File: src/rtl/crb_pkg.sv
// Package: shared widths, register offsets and bit positions for the control
// register bank. Assumes a byte-wide data path and byte-wide addresses.
package crb_pkg;
    localparam int ADDR_W = 8;
    localparam int DATA_W = 8;

    // Register offsets. Software decodes these addresses, so they are fixed.
    localparam logic [ADDR_W-1:0] ADDR_DEV  = 8'h01;
    localparam logic [ADDR_W-1:0] ADDR_STAG = 8'h08;
    localparam logic [ADDR_W-1:0] ADDR_LOCK = 8'h0D;
    localparam logic [ADDR_W-1:0] ADDR_GPIO = 8'h0E;

    // Bit positions inside the registers.
    localparam int STAG_BIT = 3;
    localparam int LOCK_BIT = 0;

    // Register select, one bit per implemented register.
    typedef struct packed {
        logic dev;
        logic stag;
        logic lock;
        logic gpio;
    } reg_sel_t;
endpackage

File: src/rtl/crb_in_sync.sv
// Module: two-flop synchronizer for the GPIO pad input levels.
// Assumes: pads are asynchronous to clk. The output is valid two edges after
// a pad change. Reset clears both stages. The block has one stage pair per pin.
module crb_in_sync #(
    parameter int N_PIN = 2
) (
    input  logic             clk,
    input  logic             rst_n,
    input  logic [N_PIN-1:0] pin_i,
    output logic [N_PIN-1:0] lvl_o
);
    logic [N_PIN-1:0] stage1_q;
    logic [N_PIN-1:0] stage2_q;
    logic [1:0]       warm_q;

    // Capture the pad levels through two flops, one flop pair per pin.
    for (genvar g = 0; g < N_PIN; g++) begin : g_pin
        always_ff @(posedge clk) begin
            if (!rst_n) begin
                stage1_q[g] <= 1'b0;
                stage2_q[g] <= 1'b0;
            end else begin
                stage1_q[g] <= pin_i[g];
                stage2_q[g] <= stage1_q[g];
            end
        end
    end

    // Count edges since reset so the latency check looks back only over valid history.
    always_ff @(posedge clk) begin
        if (!rst_n)               warm_q <= 2'd0;
        else if (warm_q != 2'd3)  warm_q <= warm_q + 2'd1;
    end

    assign lvl_o = stage2_q;

    // the synchronized level equals the pad level from two edges earlier.
    p_sync_latency_r7: assert property (@(posedge clk) disable iff (!rst_n)
        (warm_q >= 2'd2) |-> (lvl_o == $past(pin_i, 2)));
endmodule

File: src/rtl/crb_lock.sv
// Module: sticky configuration lock.
// Assumes: set_i is already qualified with the write strobe and with "not locked".
// Only rst_n or pwdn_n clears the lock.
module crb_lock (
    input  logic clk,
    input  logic rst_n,
    input  logic pwdn_n,
    input  logic set_i,
    output logic locked_o
);
    // Hold the lock once it is set; clear it only on reset or power-down.
    always_ff @(posedge clk) begin
        if (!rst_n || !pwdn_n) locked_o <= 1'b0;
        else if (set_i)        locked_o <= 1'b1;
    end

    // the lock never drops by itself.
    p_lock_sticky_r4: assert property (@(posedge clk) disable iff (!rst_n || !pwdn_n)
        locked_o |=> locked_o);

    // power-down releases the lock.
    p_pwdn_clear_r5: assert property (@(posedge clk) disable iff (!rst_n)
        !pwdn_n |=> !locked_o);
endmodule

File: src/rtl/crb_ctl_regs.sv
// Module: storage for the writable fields: device address, stagger-disable
// and the per-pin GPIO drive bits.
// Assumes: wr_ok_i already includes the lock, and the select lines are decoded
// from the address. Drive bit i sits at data bit 2*i+1.
module crb_ctl_regs
    import crb_pkg::*;
#(
    parameter int                N_GPIO       = 2,
    parameter logic [DATA_W-1:0] DEV_ADDR_RST = 8'h90
) (
    input  logic              clk,
    input  logic              rst_n,
    input  logic              pwdn_n,
    input  logic              wr_ok_i,
    input  reg_sel_t          sel_i,
    input  logic [DATA_W-1:0] wdata_i,
    output logic [DATA_W-1:0] dev_q,
    output logic              stag_q,
    output logic [N_GPIO-1:0] gout_q
);
    // Load the addressed field on an allowed write; return to defaults on reset or power-down.
    always_ff @(posedge clk) begin
        if (!rst_n || !pwdn_n) begin
            dev_q  <= DEV_ADDR_RST;
            stag_q <= 1'b0;
            gout_q <= '1;
        end else if (wr_ok_i) begin
            if (sel_i.dev)  dev_q  <= wdata_i;
            if (sel_i.stag) stag_q <= wdata_i[STAG_BIT];
            if (sel_i.gpio) begin
                for (int i = 0; i < N_GPIO; i++) gout_q[i] <= wdata_i[2*i+1];
            end
        end
    end

    // without an allowed write, the stored fields do not move.
    p_hold_when_blocked_r4: assert property (@(posedge clk) disable iff (!rst_n || !pwdn_n)
        !wr_ok_i |=> ($stable(dev_q) && $stable(stag_q) && $stable(gout_q)));
endmodule

File: src/rtl/ctrl_regbank.sv
// Module: top of the lockable control register bank.
// Assumes: a single-cycle write strobe, combinational read data, and
// N_GPIO <= 4 so that the GPIO register fits in one byte.
// Decodes addresses, applies the lock to writes, builds read data, and drives the pad enables.
module ctrl_regbank
    import crb_pkg::*;
#(
    parameter int                N_GPIO       = 2,
    parameter logic [DATA_W-1:0] DEV_ADDR_RST = 8'h90
) (
    input  logic              clk,
    input  logic              rst_n,
    input  logic              pwdn_n,
    input  logic [ADDR_W-1:0] reg_addr,
    input  logic              reg_wr,
    input  logic [DATA_W-1:0] reg_wdata,
    output logic [DATA_W-1:0] reg_rdata,
    input  logic [N_GPIO-1:0] gpio_in,
    output logic [N_GPIO-1:0] gpio_pull_low,
    output logic [DATA_W-1:0] dev_addr,
    output logic              stagger_off,
    output logic              cfg_locked
);
    reg_sel_t          sel;
    logic              unmapped;
    logic              wr_ok;
    logic              lock_set;
    logic [DATA_W-1:0] dev_q;
    logic              stag_q;
    logic [N_GPIO-1:0] gout_q;
    logic [N_GPIO-1:0] gin_s;

    // Decode the address into one select line per implemented register.
    always_comb begin
        sel.dev  = (reg_addr == ADDR_DEV);
        sel.stag = (reg_addr == ADDR_STAG);
        sel.lock = (reg_addr == ADDR_LOCK);
        sel.gpio = (reg_addr == ADDR_GPIO);
        unmapped = !(sel.dev || sel.stag || sel.lock || sel.gpio);
    end

    // Allow writes only while the bank is unlocked.
    assign wr_ok    = reg_wr && !cfg_locked;
    assign lock_set = wr_ok && sel.lock && reg_wdata[LOCK_BIT];

    crb_lock u_lock (
        .clk      (clk),
        .rst_n    (rst_n),
        .pwdn_n   (pwdn_n),
        .set_i    (lock_set),
        .locked_o (cfg_locked)
    );

    crb_ctl_regs #(
        .N_GPIO       (N_GPIO),
        .DEV_ADDR_RST (DEV_ADDR_RST)
    ) u_regs (
        .clk     (clk),
        .rst_n   (rst_n),
        .pwdn_n  (pwdn_n),
        .wr_ok_i (wr_ok),
        .sel_i   (sel),
        .wdata_i (reg_wdata),
        .dev_q   (dev_q),
        .stag_q  (stag_q),
        .gout_q  (gout_q)
    );

    crb_in_sync #(
        .N_PIN (N_GPIO)
    ) u_sync (
        .clk   (clk),
        .rst_n (rst_n),
        .pin_i (gpio_in),
        .lvl_o (gin_s)
    );

    // Build read data; bits that are not implemented, and unmapped addresses, read as 0.
    always_comb begin
        reg_rdata = '0;
        unique case (1'b1)
            sel.dev:  reg_rdata = dev_q;
            sel.stag: reg_rdata[STAG_BIT] = stag_q;
            sel.lock: reg_rdata[LOCK_BIT] = cfg_locked;
            sel.gpio: begin
                for (int i = 0; i < N_GPIO; i++) begin
                    reg_rdata[2*i+1] = gout_q[i];
                    reg_rdata[2*i]   = gin_s[i];
                end
            end
            default:  reg_rdata = '0;
        endcase
    end

    // Open-drain pads: pull low exactly where the drive bit is 0.
    assign gpio_pull_low = ~gout_q;
    assign dev_addr      = dev_q;
    assign stagger_off   = stag_q;

    // an allowed GPIO write sets each pad enable from its drive bit.
    for (genvar g = 0; g < N_GPIO; g++) begin : g_pad_chk
        p_pad_follow_r6: assert property (@(posedge clk) disable iff (!rst_n || !pwdn_n)
            (reg_wr && sel.gpio && !cfg_locked) |=> (gpio_pull_low[g] == !$past(reg_wdata[2*g+1])));
    end

    // a write to an unmapped address changes no visible state.
    p_unmapped_write_r8: assert property (@(posedge clk) disable iff (!rst_n || !pwdn_n)
        (reg_wr && unmapped) |=> ($stable(dev_addr) && $stable(stagger_off)
                                   && $stable(cfg_locked) && $stable(gpio_pull_low)));

    // a write to the stagger register leaves the device address untouched.
    p_stag_isolated_r3: assert property (@(posedge clk) disable iff (!rst_n || !pwdn_n)
        (reg_wr && sel.stag) |=> $stable(dev_addr));
endmodule

File: config.mk
export PLATFORM = sky130hd
export DESIGN_NAME = ctrl_regbank
export DESIGN_NICKNAME = d
export VERILOG_FILES = /design/src/rtl/crb_pkg.sv /design/src/rtl/crb_in_sync.sv /design/src/rtl/crb_lock.sv /design/src/rtl/crb_ctl_regs.sv /design/src/rtl/ctrl_regbank.sv
export SDC_FILE = /design/constraint.sdc
export NUM_CORES = 1
export LEC_CHECK = 0
export BUFFER_PORTS_ARGS = -buffer_cell sky130_fd_sc_hd__buf_4
export CORE_UTILIZATION = 42
export DETAILED_ROUTE_END_ITERATION = 8
export PLACE_DENSITY_LB_ADDON = 0.25
export RECOVER_POWER = 100
export SYNTH_ARGS = -nofsm -noshare
export SYNTH_HDL_FRONTEND = slang
export SYNTH_SLANG_ARGS = --single-unit
File: constraint.sdc
create_clock -name clk -period 1.95 [get_ports clk]
set_input_delay 0 -clock clk [delete_from_list [all_inputs] [get_ports clk]]
set_output_delay 0 -clock clk [all_outputs]
set_load 0.01 [all_outputs]
==> impl_metrics.py <==
metrics = {
    "final_layout": {
        "area.sequential_um2": 320,
        "multiInputGateArea_um2": 417,
        "drive_above_1_share": 0.186,
        "final_area_um2": 1170,
        "antenna_cells": 0,
        "fillCellCount": 160,
        "areaGrowthSynthToFinish_pct": 53.1,
        "nets": 163,
    },
    "global_route": {
        "antenna_found_initial": 0,
        "grt_first_pass_wirelength_um": 3320,
        "grt_overflow": 0,
        "grt_pass1_vias": 785,
        "grt_max_degree": 16,
        "gr-usage-all-layers": 0.232,
    },
    "detailed_routing": {
        "ant_nets": 0,
        "drtIter0Drc": 24,
        "routed_wl_um": 2220,
        "detail_route.first_pass.iterations": 4,
        "wl_per_cell_um": 13.4,
        "via_per_inst": 5.18,
        "vias": 854,
        "drc": 0,
    },
    "floorplan": {
        "start_util": 0.447,
        "die_x_um": 44.6,
        "die_h_um": 44.6,
        "coreArea_um2": 1710,
        "rows": 15,
        "ioPinCount": 42,
        "dieArea_um2": 1990,
    },
    "timing": {
        "timing.final.crit_share": 0.780,
        "tightest_slew_ns": 0.834,
        "setup_tns_ns": 0,
        "fmax_mhz": 658,
        "grt_setup_unrepaired": "no",
        "slew_headroom": 0.441,
        "slew_viol_final": 0,
        "finalHoldViolCount": 0,
        "fin_skew_ns": 0.0131,
        "fin_crit_ns": 1.52,
        "setup_viol": 0,
    },
    "synthesis": {
        "synth_top_area_share": 0.420,
        "synth_top_cell_by_area": "dfxtp_1",
        "yosysUniqueCellTypes": 26,
        "synth.area.top_cells": "dfxtp_1 (42%), mux2i_1 (12%), nand2_1 (6.9%), and2_1 (4.1%), and3_1 (4.1%)",
        "synthCells": 85,
        "ys_ff_latch": 16,
        "synth_fp_nets": 107,
        "synth_fa_ha_area_frac": 0,
        "synth-edff-count": 0,
        "synth.cell_area_um2": 763,
        "synthMuxAreaShare": 0.118,
        "synth_xor_area_frac": 0,
        "synth.most_common_cell": "dfxtp_1",
        "synth_top_family_by_area": "simple AND/OR/NAND/NOR gates",
        "synth.top_cells.by_count": "dfxtp_1 (16), nand2_1 (14), mux2i_1 (9)",
        "yosys_warnings": 0,
        "synth-main-ff-cell": "dfxtp_1",
        "synth-simple-area-share": 0.346,
        "synth.avg_cell_area_um2": 8.98,
        "ys_async_sr_fraction": 0,
        "yosysSeqAreaShare": 0.420,
        "synth_compound_area_frac": 0.0902,
    },
    "clocking": {
        "clock-sinks": 16,
        "cts_resized": 0,
        "cts.htree.levels": 1,
        "ctsRootBufferMaster": "clkbuf_4",
        "clk_latency_ns": 0.30,
        "clkTransAtPathRegs_ns": 0.09,
        "cts_buffers": 3,
        "cts_tree": "yes",
        "clockBufferDepth": 2,
    },
    "critical_path": {
        "cp_slowest_stage_delay_ns": 0.65,
        "cp.depth": 3,
        "start_kind": "flop",
        "ff2ff_path_depth": 3,
        "critPathMaxFanout": 8,
        "cp_num_buf_inv": 0,
        "crit_required_ns": 2.17,
        "path_class": "reg2reg",
        "end_kind": "flop",
        "crit_slowest_cell": "nor3_2",
        "crit_path_cell_trace": "nand2b_1, nor3_2, mux2i_1",
        "crit_arrival_ns": 1.74,
        "cp_top_family": "simple AND/OR/NAND/NOR gates",
    },
    "min_path": {
        "hold_path_class": "in2reg",
        "holdPathStages": 3,
    },
    "placement": {
        "dpl.hpwl_um": 1470,
        "dpl-instance-area_um2": 1100,
        "numPortBuffers": 41,
        "globalplace.congestion": 0.771,
    },
    "power_and_ir_drop": {
        "ir_worst_vdd_mv": 0.369,
        "power.leakage_uw": 0.000483,
        "powerDensity_nw_per_um2": 552,
    },
    "job": {
        "cap_violations": 0,
    },
    "status": {
        "status": "completed",
    },
}
[what timing repair did]
item,in CTS,in global routing
setup buffers,0,0
hold buffers,12,0
endpoints found under the hold margin,13,0
[where the power goes]
part	internal, µW	switching (µW)	total (µW)
sequential	330	1.08	332
clock	114	113	227
combinational	51.1	35.4	86.5
[worst register-to-register path: cells and delay by family (launching register included)]
kind,cells,cell delay [ns]
DFF,1,0.35
muxes,1,0.26
and+or+nand+nor,2,0.85
[routing by layer]
layer  vias to the layer above  wire (µm)  global-route usage
met3                         2        152              0.0531
met4                         0          9               0.115
li1                        419          -                   -
met5                         -          0                   0
met1                       392        898               0.262
met2                        41       1160               0.406
[state kept, by name, summed over array words and instances, names as in the netlist]
signal / count
u_lock.locked_o: 1
u_regs.dev_q: 8
u_regs.gout_q: 2
u_regs.stag_q: 1
u_sync.lvl_o: 2
u_sync.stage1_q: 2
[kinds of logic (layout without fill, tap and decap cells)]
group,Yosys count,after routing
buf+inv,5,60
simple gates,46,46
mux,9,9
compound gates,9,9
flops,16,16
[through the flow]
step / std cells / setup slack (ns) / power [µW] / hold WS (ns) / util
final: 165 / 0.429 / 645 / 0.0104 / 0.684
after global routing: 165 / 0.306 / 666 / 0.0228 / 0.684
after CTS: 165 / 0.554 / 646 / 0.00134 / 0.734
after detailed placement: 149 / 0.329 / 406 / 0.215 / 0.642
after global placement: 149 / 0.395 / 404 / 0.210 / 0.642
after floorplan: 85 / 0.607 / 361 / 0.122 / -
[area by class of cell]
| class | instances | share of cell area |
|---|---|---|
| tap | 25 | 0.0268 |
| sequential | 16 | 0.274 |
| timing repair buffer | 54 | 0.305 |
| inverter | 2 | 0.00642 |
| clock buffer | 4 | 0.0310 |
| multi-input combinational | 64 | 0.357 |
[layout by cell type, fill, tap and decap left out, types with 2 or more instances in the layout]
cell type      instances
nand2_1               14
o21ai_0                2
a31oi_1                2
nor4_1                 3
a221o_1                2
dlygate4sd3_1         12
a22o_1                 2
clkbuf_4               3
clkbuf_1              21
inv_1                  2
and4b_1                2
dfxtp_1               16
and3_1                 5
nor2_1                 7
buf_4                 21
mux2i_1                9
and2_0                 4
[final timing paths]
check	start	to	slack [ns]
setup / recovery	u_lock.locked_o	u_regs.dev_q[1]	0.43
hold / removal	reg_wr	u_lock.locked_o	0.01
setup reg to reg	u_lock.locked_o	u_regs.dev_q[1]	0.43
hold reg to reg	u_sync.stage1_q[1]	u_sync.lvl_o[1]	0.45
No activity file was read; power rests on OpenSTA's default activity.
